<file path="config.mk">
export PLATFORM = sky130hd
export DESIGN_NAME = frame_irq_ctrl
export DESIGN_NICKNAME = d
export VERILOG_FILES = /design/src/rtl/frame_irq_pkg.sv /design/src/rtl/frame_edge_detect.sv /design/src/rtl/frame_event_select.sv /design/src/rtl/frame_irq_regs.sv /design/src/rtl/frame_irq_ctrl.sv
export SDC_FILE = /design/constraint.sdc
export NUM_CORES = 1
export LEC_CHECK = 0
export ABC_AREA = 1
export BUFFER_PORTS_ARGS = -buffer_cell sky130_fd_sc_hd__buf_4
export CAP_MARGIN = 15
export CORE_MARGIN = 3
export CORE_UTILIZATION = 35
export DETAILED_ROUTE_END_ITERATION = 12
export GPL_TIMING_DRIVEN = 0
export PLACE_DENSITY = 0.69
export SLEW_MARGIN = 20
export SYNTH_ARGS = -nofsm -noshare
export SYNTH_HDL_FRONTEND = slang
export SYNTH_SLANG_ARGS = --single-unit
</file>
<file path="constraint.sdc">
create_clock -name clk -period 1.26 [get_ports clk]
set_clock_uncertainty 0.15 [all_clocks]
set_input_delay 0.126 -clock clk [delete_from_list [all_inputs] [get_ports clk]]
set_output_delay 0.126 -clock clk [all_outputs]
set_load 0.05 [all_outputs]
</file>
<file path="src/rtl/frame_irq_pkg.sv">
package frame_irq_pkg;
  localparam int unsigned ADDR_CTRL = 0;
  localparam int unsigned ADDR_STAT = 1;
  localparam int unsigned BIT_MEN   = 0;
  localparam int unsigned BIT_FEN   = 1;
  localparam int unsigned SEL_LSB   = 2;
  localparam int unsigned STAT_PEND = 0;
endpackage

</file>
<file path="src/rtl/frame_edge_detect.sv">
module frame_edge_detect #(
  parameter int unsigned NUM_PHASES = 4
) (
  input  logic                  clk,
  input  logic                  rst,
  input  logic [NUM_PHASES-1:0] strobe,
  output logic [NUM_PHASES-1:0] rise
);
  logic [NUM_PHASES-1:0] strobe_q;

  always_ff @(posedge clk) begin
    if (rst) strobe_q <= '0;
    else     strobe_q <= strobe;
  end

  for (genvar i = 0; i < NUM_PHASES; i++) begin : g_edge
    assign rise[i] = strobe[i] & ~strobe_q[i];
    // an edge lasts a single cycle even if the strobe stays high
    a_r5_single_rise: assert property (@(posedge clk) disable iff (rst)
      rise[i] |=> !rise[i]);
  end
endmodule

</file>
<file path="src/rtl/frame_event_select.sv">
module frame_event_select #(
  parameter int unsigned NUM_PHASES = 4,
  parameter int unsigned SEL_W      = 2
) (
  input  logic [NUM_PHASES-1:0] rise,
  input  logic [SEL_W-1:0]      sel_a,
  input  logic [SEL_W-1:0]      sel_b,
  output logic                  hit
);
  logic hit_a, hit_b;

  always_comb begin
    hit_a = rise[sel_a];
    hit_b = (sel_b != '0) ? rise[sel_b] : 1'b0;
    hit   = hit_a | hit_b;
  end
endmodule

</file>
<file path="src/rtl/frame_irq_regs.sv">
module frame_irq_regs
  import frame_irq_pkg::*;
#(
  parameter int unsigned ADDR_W = 1,
  parameter int unsigned DATA_W = 8,
  parameter int unsigned CTRL_W = 6
) (
  input  logic              clk,
  input  logic              rst,
  input  logic              wr_en,
  input  logic [ADDR_W-1:0] wr_addr,
  input  logic [DATA_W-1:0] wr_data,
  input  logic [ADDR_W-1:0] rd_addr,
  input  logic              hit,
  output logic [CTRL_W-1:0] ctrl,
  output logic              pending,
  output logic [DATA_W-1:0] rd_data
);
  logic ctrl_wr, clr_wr;

  assign ctrl_wr = wr_en && (wr_addr == ADDR_W'(ADDR_CTRL));
  assign clr_wr  = wr_en && (wr_addr == ADDR_W'(ADDR_STAT)) && wr_data[STAT_PEND];

  always_ff @(posedge clk) begin
    if (rst) begin
      ctrl    <= '0;
      pending <= 1'b0;
      rd_data <= '0;
    end else begin
      if (ctrl_wr) ctrl <= wr_data[CTRL_W-1:0];
      if (hit)         pending <= 1'b1;
      else if (clr_wr) pending <= 1'b0;
      if (rd_addr == ADDR_W'(ADDR_CTRL)) rd_data <= DATA_W'(ctrl);
      else                               rd_data <= DATA_W'(pending);
    end
  end

  a_r1_reset_clear: assert property (@(posedge clk)
    rst |=> (!pending && ctrl == '0));
  a_r8_w1c_clears: assert property (@(posedge clk) disable iff (rst)
    (clr_wr && !hit) |=> !pending);
  a_r9_event_wins: assert property (@(posedge clk) disable iff (rst)
    hit |=> pending);
  a_r6_pending_holds: assert property (@(posedge clk) disable iff (rst)
    (!hit && !clr_wr) |=> (pending == $past(pending)));
endmodule

</file>
<file path="src/rtl/frame_irq_ctrl.sv">
module frame_irq_ctrl
  import frame_irq_pkg::*;
#(
  parameter int unsigned NUM_PHASES = 4,
  parameter int unsigned ADDR_W     = 1,
  parameter int unsigned DATA_W     = 8
) (
  input  logic                  clk,
  input  logic                  rst,
  input  logic                  wr_en,
  input  logic [ADDR_W-1:0]     wr_addr,
  input  logic [DATA_W-1:0]     wr_data,
  input  logic [ADDR_W-1:0]     rd_addr,
  output logic [DATA_W-1:0]     rd_data,
  input  logic [NUM_PHASES-1:0] phase_strobe,
  output logic                  irq_o
);
  localparam int unsigned SEL_W  = (NUM_PHASES > 1) ? $clog2(NUM_PHASES) : 1;
  localparam int unsigned SELB_L = SEL_LSB + SEL_W;
  localparam int unsigned CTRL_W = SELB_L + SEL_W;

  logic [NUM_PHASES-1:0] rise;
  logic [CTRL_W-1:0]     ctrl;
  logic                  pending, hit, men, fen;

  frame_edge_detect #(.NUM_PHASES(NUM_PHASES)) u_edge (
    .clk(clk), .rst(rst), .strobe(phase_strobe), .rise(rise)
  );

  frame_event_select #(.NUM_PHASES(NUM_PHASES), .SEL_W(SEL_W)) u_sel (
    .rise(rise),
    .sel_a(ctrl[SEL_LSB +: SEL_W]),
    .sel_b(ctrl[SELB_L +: SEL_W]),
    .hit(hit)
  );

  frame_irq_regs #(.ADDR_W(ADDR_W), .DATA_W(DATA_W), .CTRL_W(CTRL_W)) u_regs (
    .clk(clk), .rst(rst), .wr_en(wr_en), .wr_addr(wr_addr), .wr_data(wr_data),
    .rd_addr(rd_addr), .hit(hit), .ctrl(ctrl), .pending(pending), .rd_data(rd_data)
  );

  assign men = ctrl[BIT_MEN];
  assign fen = ctrl[BIT_FEN];

  always_ff @(posedge clk) begin
    if (rst) irq_o <= 1'b0;
    else     irq_o <= pending & men & fen;
  end

  a_r7_irq_gated: assert property (@(posedge clk) disable iff (rst)
    irq_o |-> $past(pending && men && fen));
  a_r10_enables_silence: assert property (@(posedge clk) disable iff (rst)
    !(men || fen) |=> !irq_o);
endmodule

</file>
==> summary.txt <==
Placement
  • GPL Wtd Cong: between 0.8 and 0.9
  • Port Buffer Count: 21
  • Detailed Place HPWL: between 900 and 1000 um

Critical path
  • WP data arrival: approximately 1.2 ns
  • Slowest cell on crit path: dlygate4sd3_1
  • Largest delay contributor family on the critical path: buffers and inverters
  • Crit start category: input port
  • Worst setup EP type: flip-flop
  • Most common cell on crit path: nand2_1
  • Crit path depth: 10
  • Critical path class: in -> reg
  • Launching point of the worst reg2reg path: u_regs.ctrl[4]
  • RR Endpoint: u_regs.pending
  • WP data required: 1.30 ns
  • CP max stage delay: 0.54 ns
  • FF-to-FF path depth: 8
  • CP Max Fanout: 2
  • Buf/Inv on CP: 4
  • Critical path, cell by cell: dlygate4sd3_1 -> buf_4 -> inv_2 -> nor2_2 -> nand2_1 -> nand2_1 -> inv_1 -> nand2_1 -> nor2_1 -> nor2_1
  • FF-to-FF setup slack: between 0.2 and 0.25 ns

Floorplan
  • Die width: about 50 um
  • Die Ht: just over 50 um
  • Initial Util: 0.394
  • Core Region: around 0.0018 mm^2
  • Ports: 26
  • Die ar.: roughly 0.0027 mm^2
  • Floorplan row count: 15

Clocking
  • CTS Buf Count: 3
  • H-tree depth: 1
  • Worst skew pair latency: ~0.29 ns
  • Clock Root Buffer: clkbuf_4
  • Clk slew on worst S/H paths: about 0.1 ns
  • Max Root-Sink Buffers: 2
  • Sink Count: 18
  • TritonCTS clock tree: built

Global routing
  • GRT Total Usage: 0.134
  • First-pass GRT wire length: about 2600 um
  • Congestion Overflow GR: 0
  • Number of global-route vias before repair: approximately 600
  • Pin count of the biggest net entering global routing: 11
  • Initial antenna violation count: 0

Timing
  • Final Critical Period: roughly 1.2 ns
  • RSZ-0062 raised after global routing: false
  • Setup tns final: 0 ns
  • Final hold vios: 0
  • Setup-failing EPs final: 0
  • Max frequency: 859 MHz
  • Pins Over Slew Limit: 0
  • Hold_ws: between 0.02 and 0.03 ns
  • Fin crit share: 0.923

Worst hold path
  • WHS Endpoint: u_regs.ctrl[5]
  • Hold Path Cell Cnt: 4
  • Tightest Hold Check Type: in -> reg
  • Hold wc startpoint: wr_en

Route
  • Drt initial violations: 5
  • WL/cell: ~9.2 um
  • Vias post-DR: between 600 and 700
  • Total Wirelength: between 1000 and 1500 um
  • Antenna-violating nets left: 0
  • DRC errors left: 0
  • Vias per cell: between 4 and 5
  • DR pass1 iterations: 2

Logic synthesis
  • Mean Syn Cell Area: 8.14 um^2
  • Largest cells by area after synthesis: dfxtp_1, a211oi_2, inv_1
  • Post-synth top area share: 0.497
  • Count leader, synth: dfxtp_1
  • Post-synth top cells: dfxtp_1, inv_1, nand2_1, nor2_1, a211oi_2
  • Post-synth EDFFs: 0
  • Post-Syn Instances: 89
  • Synth warnings: 0
  • Post-synth ARST share: 0
  • Register area share after synthesis: 0.497
  • Cell Area, Synth: 724 um^2
  • Yosys top cell by area: dfxtp_1
  • Most used DFF post-synth: dfxtp_1
  • Seq cells post-synth: 18
  • Synth unique cells: 16

Flow run
  • Total of max-cap violations: 0

Status
  • Outcome: completed

Power
  • Peak VDD IR: 0.000447 V
  • Power per cell area: around 1100 mW/mm^2
  • Leak: ~0.51 nW

Finish
  • Share of layout cells above drive strength 1: 0.346
  • Area delta synth->final: 48.2%
  • Number of antenna diodes: 0
  • Final net count: 145
per-layer routing:
| layer | track usage | vias up | share of wire |
|---|---|---|---|
| li1 | - | 340 | - |
| met1 | 0.153 | 266 | 0.44 |
| met2 | 0.225 | 15 | 0.48 |
| met3 | 0.0172 | 4 | 0.039 |
| met4 | 0.105 | 0 | 0.039 |
| met5 | 0 | - | 0 |
area by class of cell:
type | count | area (um^2)
Sequential cell | 18 | 360
Tap cell | 25 | 31.3
Multi-Input combinational cell | 51 | 273
Fill cell | 174 | 766
Buffer | 4 | 31.3
Clock buffer | 4 | 36.3
Inverter | 17 | 63.8
Timing Repair Buffer | 33 | 278
per-stage QoR:
step                      instance area, um^2  setup WS, ns   util  total power, mW  std cells
final                                    1070        0.0964  0.584             1.19        152
after global placement                    917         0.263  0.499            0.818        136
after global routing                     1070      0.000920  0.584             1.26        152
after detailed placement                  917         0.245  0.499            0.823        136
after CTS                                1070        0.0756  0.584             1.20        152
after floorplan                           728         0.317      -            0.755         90
worst register-to-register path, stage by stage, from the launching register on:
cell	delay (ns)
dfxtp_1	0.33
inv_2	0.08
nor2_1	0.04
nand2_1	0.06
nand2_1	0.04
inv_1	0.04
nand2_1	0.04
nor2_1	0.10
nor2_1	0.04
report_power, final:
| part | leakage [nW] | internal [mW] | switching, mW |
|---|---|---|---|
| Clock | 0.0210 | 0.176 | 0.176 |
| Sequential | 0.148 | 0.599 | 0.0131 |
| Combinational | 0.345 | 0.106 | 0.120 |
| Total | 0.514 | 0.881 | 0.310 |
what timing repair did:
item	in CTS	in global routing
setup buffers	0	0
endpoints found under the setup margin	0	1
endpoints found under the hold margin	12	0
hold buffers	12	0
gates resized for setup	0	1
kinds of logic (layout without fill, tap and decap cells):
group | count (synthesis) | after routing | share of synthesized area
simple gates | 42 | 42 | 0.252
flops | 18 | 18 | 0.497
other cells | 1 | 2 | 0.00518
compound gates | 7 | 7 | 0.114
buf+inv | 21 | 58 | 0.131
flip-flops by register name (all words and copies together) (netlist names):
register	count
u_regs.rd_data	6
u_regs.pending	1
irq_o	1
u_regs.ctrl	6
u_edge.strobe_q	4
worst max path at each step:
stage / from / end / slack (ns)
4_1_cts: phase_strobe[1] / u_regs.pending / 0.08
5_1_grt: phase_strobe[2] / u_regs.pending / 0.0009
3_5_place_dp: u_edge.strobe_q[1] / u_regs.pending / 0.25
6_report: phase_strobe[1] / u_regs.pending / 0.1
2_1_floorplan: u_regs.ctrl[4] / u_regs.pending / 0.32
3_3_place_gp: u_regs.ctrl[4] / u_regs.pending / 0.26
placed cells by master, fill, tap and decap left out, drive strengths merged:
master and n:
nor2 20, dlygate4sd3 12, nand2 16, a211oi 7, or2 1, dfxtp 18
nor4 1, clkbuf 4, nand3 4, inv 17, conb 2, buf 25
(Power assumes the default switching activity.)
